--- src/rtl/rtc_pkg.sv ---
package rtc_pkg;

  localparam int unsigned A_SEC     = 0;
  localparam int unsigned A_MIN     = 1;
  localparam int unsigned A_HOUR    = 2;
  localparam int unsigned A_DAY     = 3;
  localparam int unsigned A_MON     = 4;
  localparam int unsigned A_YEAR    = 5;
  localparam int unsigned A_WDAY    = 6;
  localparam int unsigned A_AL_MIN  = 7;
  localparam int unsigned A_AL_HOUR = 8;
  localparam int unsigned A_AL_DAY  = 9;
  localparam int unsigned A_AL_MON  = 10;
  localparam int unsigned A_AL_YEAR = 11;
  localparam int unsigned A_AL_EN   = 12;
  localparam int unsigned A_TM_CTRL = 13;
  localparam int unsigned A_TM_PER  = 14;
  localparam int unsigned A_FLAGS   = 15;

  localparam int unsigned WDAY_W = 3;

  typedef struct packed {
    logic [7:0]        sec;
    logic [7:0]        min;
    logic [7:0]        hour;
    logic [7:0]        day;
    logic [7:0]        mon;
    logic [7:0]        year;
    logic [WDAY_W-1:0] wday;
  } cal_t;

  // two BCD digits to binary
  function automatic logic [7:0] bcd2bin(input logic [7:0] b);
    return ({4'd0, b[7:4]} * 8'd10) + {4'd0, b[3:0]};
  endfunction

  // BCD increment without range wrap
  function automatic logic [7:0] bcd_inc(input logic [7:0] b);
    if (b[3:0] >= 4'd9) return {b[7:4] + 4'd1, 4'd0};
    return b + 8'd1;
  endfunction

  function automatic logic leap_year(input logic [7:0] y);
    logic [7:0] v;
    v = bcd2bin(y);
    return v[1:0] == 2'b00;
  endfunction

  // month length in binary days
  function automatic logic [7:0] month_len(input logic [7:0] m, input logic [7:0] y);
    case (bcd2bin(m))
      8'd2:                     return leap_year(y) ? 8'd29 : 8'd28;
      8'd4, 8'd6, 8'd9, 8'd11:  return 8'd30;
      default:                  return 8'd31;
    endcase
  endfunction

endpackage

--- src/rtl/rtc_chain.sv ---
module rtc_chain
  import rtc_pkg::*;
#(
  parameter int ADDR_W = 4
) (
  input  logic              clk,
  input  logic              rst_n,
  input  logic              tick,
  input  logic              wr_en,
  input  logic [ADDR_W-1:0] wr_addr,
  input  logic [7:0]        wr_data,
  output cal_t              cur,
  output cal_t              nxt,
  output logic              sec_zero_evt
);

  cal_t t_q, n;
  logic sec_wrap, min_wrap, hour_wrap, day_wrap, mon_wrap, year_wrap;
  logic hour_evt, day_inc_evt, month_inc_evt, year_inc_evt;

  function automatic logic hit(input logic [ADDR_W-1:0] a, input int unsigned idx);
    return a == ADDR_W'(idx);
  endfunction

  logic wr_sec, wr_min, wr_day, wr_wday;
  assign wr_sec  = wr_en && hit(wr_addr, A_SEC);
  assign wr_min  = wr_en && hit(wr_addr, A_MIN);
  assign wr_day  = wr_en && hit(wr_addr, A_DAY);
  assign wr_wday = wr_en && hit(wr_addr, A_WDAY);

  always_comb begin
    sec_wrap  = bcd2bin(t_q.sec)  >= 8'd59;
    min_wrap  = bcd2bin(t_q.min)  >= 8'd59;
    hour_wrap = bcd2bin(t_q.hour) >= 8'd23;
    day_wrap  = bcd2bin(t_q.day)  >= month_len(t_q.mon, t_q.year);
    mon_wrap  = bcd2bin(t_q.mon)  >= 8'd12;
    year_wrap = bcd2bin(t_q.year) >= 8'd99;

    sec_zero_evt  = tick && sec_wrap;
    hour_evt      = sec_zero_evt && min_wrap;
    day_inc_evt   = hour_evt && hour_wrap;
    month_inc_evt = day_inc_evt && day_wrap;
    year_inc_evt  = month_inc_evt && mon_wrap;

    n = t_q;
    if (tick)          n.sec  = sec_wrap  ? 8'h00 : bcd_inc(t_q.sec);
    if (sec_zero_evt)  n.min  = min_wrap  ? 8'h00 : bcd_inc(t_q.min);
    if (hour_evt)      n.hour = hour_wrap ? 8'h00 : bcd_inc(t_q.hour);
    if (day_inc_evt) begin
      n.day  = day_wrap ? 8'h01 : bcd_inc(t_q.day);
      n.wday = (t_q.wday >= WDAY_W'(6)) ? '0 : t_q.wday + WDAY_W'(1);
    end
    if (month_inc_evt) n.mon  = mon_wrap  ? 8'h01 : bcd_inc(t_q.mon);
    if (year_inc_evt)  n.year = year_wrap ? 8'h00 : bcd_inc(t_q.year);

    // a write overrides only its own field
    if (wr_en) begin
      if (hit(wr_addr, A_SEC))  n.sec  = wr_data;
      if (hit(wr_addr, A_MIN))  n.min  = wr_data;
      if (hit(wr_addr, A_HOUR)) n.hour = wr_data;
      if (hit(wr_addr, A_DAY))  n.day  = wr_data;
      if (hit(wr_addr, A_MON))  n.mon  = wr_data;
      if (hit(wr_addr, A_YEAR)) n.year = wr_data;
      if (hit(wr_addr, A_WDAY)) n.wday = wr_data[WDAY_W-1:0];
    end
  end

  always_ff @(posedge clk or negedge rst_n) begin
    if (!rst_n) begin
      t_q <= '{sec: 8'h00, min: 8'h00, hour: 8'h00, day: 8'h01,
               mon: 8'h01, year: 8'h00, wday: '0};
    end else begin
      t_q <= n;
    end
  end

  assign cur = t_q;
  assign nxt = n;

  p_quiet_r1: assert property (@(posedge clk) disable iff (!rst_n)
    !tick && !wr_en |=> $stable(t_q));

  p_sec_wrap_r1: assert property (@(posedge clk) disable iff (!rst_n)
    sec_zero_evt && !wr_sec |=> t_q.sec == 8'h00);

  p_min_write_wins_r6: assert property (@(posedge clk) disable iff (!rst_n)
    wr_min |=> t_q.min == $past(wr_data));

  p_month_day1_r2: assert property (@(posedge clk) disable iff (!rst_n)
    month_inc_evt && !wr_day |=> t_q.day == 8'h01);

  p_wday_step_r5: assert property (@(posedge clk) disable iff (!rst_n)
    day_inc_evt && !wr_wday |=>
      t_q.wday == (($past(t_q.wday) >= WDAY_W'(6)) ? WDAY_W'(0) : $past(t_q.wday) + WDAY_W'(1)));

endmodule

--- src/rtl/rtc_alarm.sv ---
module rtc_alarm
  import rtc_pkg::*;
#(
  parameter int ADDR_W = 4,
  parameter int NFLD   = 5
) (
  input  logic              clk,
  input  logic              rst_n,
  input  logic              wr_en,
  input  logic [ADDR_W-1:0] wr_addr,
  input  logic [7:0]        wr_data,
  input  cal_t              nxt,
  input  logic              sec_zero_evt,
  output logic [7:0]        al_fld [NFLD],
  output logic [NFLD-1:0]   al_en,
  output logic              alarm_flag
);

  logic [7:0]      cmp_val [NFLD];
  logic [NFLD-1:0] fld_match;
  logic            alarm_set, clr_req;

  assign cmp_val[0] = nxt.min;
  assign cmp_val[1] = nxt.hour;
  assign cmp_val[2] = nxt.day;
  assign cmp_val[3] = nxt.mon;
  assign cmp_val[4] = nxt.year;

  for (genvar i = 0; i < NFLD; i++) begin : g_fld
    always_ff @(posedge clk or negedge rst_n) begin
      if (!rst_n) al_fld[i] <= 8'h00;
      else if (wr_en && wr_addr == ADDR_W'(A_AL_MIN + i)) al_fld[i] <= wr_data;
    end
    assign fld_match[i] = al_fld[i] == cmp_val[i];
  end

  assign clr_req   = wr_en && wr_addr == ADDR_W'(A_FLAGS) && wr_data[0];
  assign alarm_set = sec_zero_evt && (|al_en) && ((fld_match | ~al_en) == '1);

  always_ff @(posedge clk or negedge rst_n) begin
    if (!rst_n) begin
      al_en      <= '0;
      alarm_flag <= 1'b0;
    end else begin
      if (wr_en && wr_addr == ADDR_W'(A_AL_EN)) al_en <= wr_data[NFLD-1:0];
      if (alarm_set)    alarm_flag <= 1'b1;
      else if (clr_req) alarm_flag <= 1'b0;
    end
  end

  p_alarm_hold_r8: assert property (@(posedge clk) disable iff (!rst_n)
    alarm_flag && !clr_req |=> alarm_flag);

  p_alarm_cause_r8: assert property (@(posedge clk) disable iff (!rst_n)
    $rose(alarm_flag) |-> $past(sec_zero_evt));

  p_alarm_set_r8: assert property (@(posedge clk) disable iff (!rst_n)
    alarm_set |=> alarm_flag);

endmodule

--- src/rtl/rtc_timer.sv ---
module rtc_timer
  import rtc_pkg::*;
#(
  parameter int ADDR_W = 4,
  parameter int TMR_W  = 8
) (
  input  logic              clk,
  input  logic              rst_n,
  input  logic              tick,
  input  logic              wr_en,
  input  logic [ADDR_W-1:0] wr_addr,
  input  logic [7:0]        wr_data,
  output logic [TMR_W-1:0]  period,
  output logic [1:0]        ctrl,
  output logic              timer_flag
);

  logic [TMR_W-1:0] cnt;
  logic             run, wr_ctrl, clr_req, timer_fire;

  assign wr_ctrl    = wr_en && wr_addr == ADDR_W'(A_TM_CTRL);
  assign clr_req    = wr_en && wr_addr == ADDR_W'(A_FLAGS) && wr_data[1];
  assign timer_fire = tick && run && !wr_ctrl && cnt <= TMR_W'(1);

  always_ff @(posedge clk or negedge rst_n) begin
    if (!rst_n) begin
      period     <= '0;
      ctrl       <= '0;
      cnt        <= '0;
      run        <= 1'b0;
      timer_flag <= 1'b0;
    end else begin
      if (wr_en && wr_addr == ADDR_W'(A_TM_PER)) period <= TMR_W'(wr_data);
      if (wr_ctrl) begin
        ctrl <= wr_data[1:0];
        cnt  <= period;
        run  <= wr_data[0] && period != '0;
      end else if (tick && run) begin
        if (timer_fire) begin
          cnt <= period;
          run <= ctrl[1];
        end else begin
          cnt <= cnt - TMR_W'(1);
        end
      end
      if (timer_fire)   timer_flag <= 1'b1;
      else if (clr_req) timer_flag <= 1'b0;
    end
  end

  p_fire_sets_r9: assert property (@(posedge clk) disable iff (!rst_n)
    timer_fire |=> timer_flag);

  p_oneshot_stop_r9: assert property (@(posedge clk) disable iff (!rst_n)
    timer_fire && !ctrl[1] |=> !run);

  p_cnt_step_r10: assert property (@(posedge clk) disable iff (!rst_n)
    tick && run && !timer_fire && !wr_ctrl |=> cnt == $past(cnt) - TMR_W'(1));

endmodule

--- src/rtl/rtc_calendar_top.sv ---
module rtc_calendar_top
  import rtc_pkg::*;
#(
  parameter int ADDR_W = 4,
  parameter int TMR_W  = 8
) (
  input  logic              clk,
  input  logic              rst_n,
  input  logic              tick_i,
  input  logic              wr_en_i,
  input  logic [ADDR_W-1:0] wr_addr_i,
  input  logic [7:0]        wr_data_i,
  input  logic [ADDR_W-1:0] rd_addr_i,
  output logic [7:0]        rd_data_o,
  output logic              alarm_irq_o,
  output logic              timer_irq_o
);

  localparam int NFLD = 5;

  cal_t             cur, nxt;
  logic             sec_zero_evt;
  logic [7:0]       al_fld [NFLD];
  logic [NFLD-1:0]  al_en;
  logic [TMR_W-1:0] period;
  logic [1:0]       ctrl;

  rtc_chain #(.ADDR_W(ADDR_W)) u_chain (
    .clk, .rst_n, .tick(tick_i), .wr_en(wr_en_i), .wr_addr(wr_addr_i),
    .wr_data(wr_data_i), .cur, .nxt, .sec_zero_evt
  );

  rtc_alarm #(.ADDR_W(ADDR_W), .NFLD(NFLD)) u_alarm (
    .clk, .rst_n, .wr_en(wr_en_i), .wr_addr(wr_addr_i), .wr_data(wr_data_i),
    .nxt, .sec_zero_evt, .al_fld, .al_en, .alarm_flag(alarm_irq_o)
  );

  rtc_timer #(.ADDR_W(ADDR_W), .TMR_W(TMR_W)) u_timer (
    .clk, .rst_n, .tick(tick_i), .wr_en(wr_en_i), .wr_addr(wr_addr_i),
    .wr_data(wr_data_i), .period, .ctrl, .timer_flag(timer_irq_o)
  );

  always_comb begin
    rd_data_o = 8'h00;
    case (rd_addr_i)
      ADDR_W'(A_SEC):     rd_data_o = cur.sec;
      ADDR_W'(A_MIN):     rd_data_o = cur.min;
      ADDR_W'(A_HOUR):    rd_data_o = cur.hour;
      ADDR_W'(A_DAY):     rd_data_o = cur.day;
      ADDR_W'(A_MON):     rd_data_o = cur.mon;
      ADDR_W'(A_YEAR):    rd_data_o = cur.year;
      ADDR_W'(A_WDAY):    rd_data_o = 8'(cur.wday);
      ADDR_W'(A_AL_MIN):  rd_data_o = al_fld[0];
      ADDR_W'(A_AL_HOUR): rd_data_o = al_fld[1];
      ADDR_W'(A_AL_DAY):  rd_data_o = al_fld[2];
      ADDR_W'(A_AL_MON):  rd_data_o = al_fld[3];
      ADDR_W'(A_AL_YEAR): rd_data_o = al_fld[4];
      ADDR_W'(A_AL_EN):   rd_data_o = 8'(al_en);
      ADDR_W'(A_TM_CTRL): rd_data_o = 8'(ctrl);
      ADDR_W'(A_TM_PER):  rd_data_o = 8'(period);
      ADDR_W'(A_FLAGS):   rd_data_o = {6'd0, timer_irq_o, alarm_irq_o};
      default:            rd_data_o = 8'h00;
    endcase
  end

endmodule

--- config.mk ---
export PLATFORM = sky130hd
export DESIGN_NAME = rtc_calendar_top
export DESIGN_NICKNAME = d
export VERILOG_FILES = /design/src/rtl/rtc_pkg.sv /design/src/rtl/rtc_chain.sv /design/src/rtl/rtc_alarm.sv /design/src/rtl/rtc_timer.sv /design/src/rtl/rtc_calendar_top.sv
export SDC_FILE = /design/constraint.sdc
export NUM_CORES = 1
export LEC_CHECK = 0
export ABC_CLOCK_PERIOD_IN_PS = 13200
export BUFFER_PORTS_ARGS = -buffer_cell sky130_fd_sc_hd__buf_2
export CORE_UTILIZATION = 50
export DETAILED_ROUTE_END_ITERATION = 12
export PLACE_DENSITY = 0.66
export SLEW_MARGIN = 20
export SYNTH_ARGS = -nofsm -noshare
export SYNTH_HDL_FRONTEND = slang
export SYNTH_SLANG_ARGS = --single-unit
--- constraint.sdc ---
create_clock -name clk -period 13.2 [get_ports clk]
set_input_delay 1.32 -clock clk [delete_from_list [all_inputs] [get_ports clk]]
set_output_delay 1.32 -clock clk [all_outputs]
set_load 0.005 [all_outputs]
==> results.sh <==
export IMPL_dpl_hpwl_mm=25.9
export IMPL_final_cell_count_no_fill=1538
export IMPL_cts_num_sinks=117
export IMPL_min_from="u_timer.ctrl[0]$_DFFE_PN0P_"
export IMPL_fin_hold_ws_ns=0.523
export IMPL_worstMarginPinSlew_ns=1.04
export IMPL_grt_pass1_wl_mm=55.3
export IMPL_finalCritPeriodShare_pct=46.3
export IMPL_cts_buffers_inserted=17
export IMPL_slowest_delay_ns=0.77
export IMPL_fin_tns_setup_ns=0
export IMPL_routed_wirelength_mm=35.5
export IMPL_tritoncts="yes"
export IMPL_finalHoldViolCount=0
export IMPL_via_per_inst=6.62
export IMPL_wl_per_cell_um=23.1
export IMPL_yosysWarningCount=0
export IMPL_r2r_start="u_chain.cur[16]$_DFF_PN0_"
export IMPL_antenna_found_initial=0
export IMPL_fin_nets=1353
export IMPL_clockBufferDepth=2
export IMPL_hp_class="register to register"
export IMPL_ant_nets=0
export IMPL_grt_pass1_vias=9365
export IMPL_post_cts_resized=0
export IMPL_via_count=10200
export IMPL_async_flop_share_pct=100
export IMPL_slew_violations=0
export IMPL_synthesis_nets=1362
export IMPL_track_usage_pct=33.3
export IMPL_worstSkewPairLatency_ns=0.43
export IMPL_synth_edf_count=0
export IMPL_areaGrowthSynthToFinish_pct=8.64
export IMPL_placed_cells=1506
export IMPL_path_cells="ha_1 > ha_1 > fa_1 > xor2_1 > a2111oi_0 > a211oi_1 > a21oi_1 > o21ai_0 > ha_1 > nand2_1 > o31ai_1 > a21oi_2 > nor4_4 > nand2_1 > a311o_1 > xnor2_1 > o2111ai_1 > o41a_1 > o31ai_2"
export IMPL_postCtsHoldBufs=0
export IMPL_status="finished, final reports clean"
export IMPL_fin_crit_ns=6.11
export IMPL_grt_start_max_net_pins=62
export IMPL_max_freq_mhz=164
export IMPL_yosys_cell_types_count=94
export IMPL_cp_startpoint="u_chain.cur[16]$_DFF_PN0_"
export IMPL_dieArea_um2=21900
export IMPL_ys_flop_type="dfrtp_1"
export IMPL_fp_dieW_um=148
export IMPL_floorplan_initialDensity_pct=50.9
export IMPL_drt_iter0_markers=1011
export IMPL_cp_required_ns=13.54
export IMPL_start_kind="register"
export IMPL_cp_arrival_ns=6.46
export IMPL_power_density_nw_per_um2=258
export IMPL_postSynthAreaPerCell_um2=8.48
export IMPL_path_clk_slew_ns=0.06
export IMPL_grt_overflow_total=0
export IMPL_antennaDiodeCount=0
export IMPL_num_rows=53
export IMPL_ys_seq_elements=117
export IMPL_drive_gt1_share_pct=12.8
export IMPL_maxSlewHeadroom_pct=30.3
export IMPL_netlist_instances=1259
export IMPL_maxCapViolations=0
export IMPL_whs_path_depth=1
export IMPL_cp_common_cell="ha_1"
export IMPL_h_tree_depth=4
export IMPL_core_area_um2=21000
export IMPL_end_kind="register"
export IMPL_path_max_fanout=15
export IMPL_criticalPathCategory="register to register"
export IMPL_ios=30
export IMPL_fin_skew_ns=0.00918
export IMPL_crit_path_top_delay_cell="nor4_4"
export IMPL_rsz0062_at_grt="false"
export IMPL_gp_congestion=0.962
export IMPL_io_buffers=29
export IMPL_reg2regPathDepth=19
export IMPL_seq_area_frac_synth_pct=27.4
export IMPL_die_y_um=148
export IMPL_drc=0
export IMPL_dr_pass1_iters=5
export IMPL_synthesis_area_um2=10700
export IMPL_cts_root_buf="clkbuf_16"
export IMPL_p_leak_nw=4.88
export IMPL_postCtsSetupBuffers=0
export IMPL_setup_viol=0
export IMPL_vdd_drop_max_uv=141
==> cells by family after synthesis <==
group | count (synthesis) | share of synthesized area, %
compound gates | 365 | 23.5
xor+xnor | 69 | 5.73
fa+ha+maj | 83 | 10.6
buf+inv | 115 | 4.28
flops | 117 | 27.4
mux | 75 | 7.93
simple gates | 435 | 20.5
==> state kept, by name, summed over array words and instances (netlist names) <==
name                count
u_timer.cnt             8
u_alarm.alarm_flag      1
u_chain.cur            51
u_timer.period          8
u_timer.timer_flag      1
u_alarm.al_en           5
u_timer.ctrl            2
u_timer.run             1
u_alarm.al_fld         40
==> synth_stat cells, types with 10 or more instances <==
cell type | number | area [µm²]
mux2i_1 | 16 | 160
fa_1 | 12 | 240
o22ai_1 | 10 | 62.6
nor2b_1 | 12 | 75.1
a21o_1 | 17 | 128
and2_1 | 12 | 75.1
xor2_1 | 38 | 333
nand4_1 | 14 | 87.6
nand2_1 | 129 | 484
o211ai_1 | 10 | 75.1
clkbuf_1 | 53 | 199
nand2b_1 | 10 | 62.6
nor2_1 | 100 | 375
inv_1 | 47 | 176
a31oi_1 | 24 | 150
xnor2_1 | 30 | 263
a22o_1 | 10 | 87.6
a21oi_1 | 70 | 350
a211oi_1 | 16 | 120
o21ai_0 | 79 | 395
nor4_1 | 15 | 93.8
nand3_1 | 43 | 215
dfrtp_1 | 115 | 2880
o31ai_1 | 20 | 150
ha_1 | 71 | 888
mux2_2 | 57 | 642
nor3_1 | 31 | 155
==> through the flow <==
stage / utilization [%] / worst slack (ns) / power [mW] / instance area (µm²)
6_report: 55.3 / 7.09 / 2.99 / 11600
5_1_grt: 55.3 / 6.66 / 3.21 / 11600
4_1_cts: 55.3 / 7.20 / 2.96 / 11600
3_5_place_dp: 52.4 / 7.24 / 2.45 / 11000
3_3_place_gp: 52.4 / 7.36 / 2.42 / 11000
2_1_floorplan: - / 8.14 / 1.97 / 10700
==> worst paths after layout <==
path / to / slack (ns)
worst min-delay path: u_timer.ctrl[0]$_DFFE_PN0P_ / 0.52
worst max register to register: u_alarm.alarm_flag$_DFFE_PN0P_ / 7.09
worst min register to register: u_timer.ctrl[0]$_DFFE_PN0P_ / 0.52
min in group asynchronous: u_chain.cur[20]$_DFF_PN0_ / 0.97
max in group asynchronous: u_alarm.al_fld[9]$_DFFE_PN0P_ / 10.96
worst max-delay path: u_alarm.alarm_flag$_DFFE_PN0P_ / 7.09
==> metal layers <==
| layer | wire length (µm) | GRT usage [%] | vias up | part of all wire (%) |
|---|---|---|---|---|
| met4 | 1750 | 17.2 | 0 | 4.9 |
| met2 | 15100 | 47.9 | 477 | 43 |
| met1 | 15900 | 47.8 | 4935 | 45 |
| met3 | 2780 | 5.64 | 93 | 7.8 |
| met5 | 0 | 0 | - | 0 |
| li1 | - | - | 4683 | - |
==> final cells by class <==
type	count	area, µm²
well taps	275	344
multi-input cells	1027	7300
clock inverters	15	195
fillers	2017	9360
inverters	48	180
flip-flops and latches	117	2930
clock buffers	17	425
repair buffers	39	223
==> where the power goes <==
group	internal, mW	leakage [nW]	switching, mW
Combinational	0.686	3.14	1.02
Sequential	0.489	1.44	0.302
Clock	0.302	0.303	0.198
Total	1.48	4.88	1.52
==> layout by cell type (no fill, tap or decap), types with 14 or more instances in the layout <==
cell / count
nand3_1: 43
buf_2: 28
clkbuf_16: 17
inv_1: 47
dfrtp_1: 115
o21ai_0: 79
nor4_1: 15
nor3_1: 31
a21oi_1: 70
mux2_2: 57
a211oi_1: 16
ha_1: 71
xnor2_1: 30
o31ai_1: 19
a21o_1: 17
nand4_1: 14
nor2_1: 100
nand2_1: 129
xor2_1: 38
mux2i_1: 16
a31oi_1: 24
==> worst max-delay path, delay by kind of cell (launching register included) <==
kind / cells / cell delay, ns
compound gates: 10 / 2.70
simple gates: 3 / 1.16
xor+xnor: 2 / 0.34
fa+ha+maj: 4 / 1.31
flops: 1 / 0.51
No activity file was read; power rests on OpenSTA's default activity.
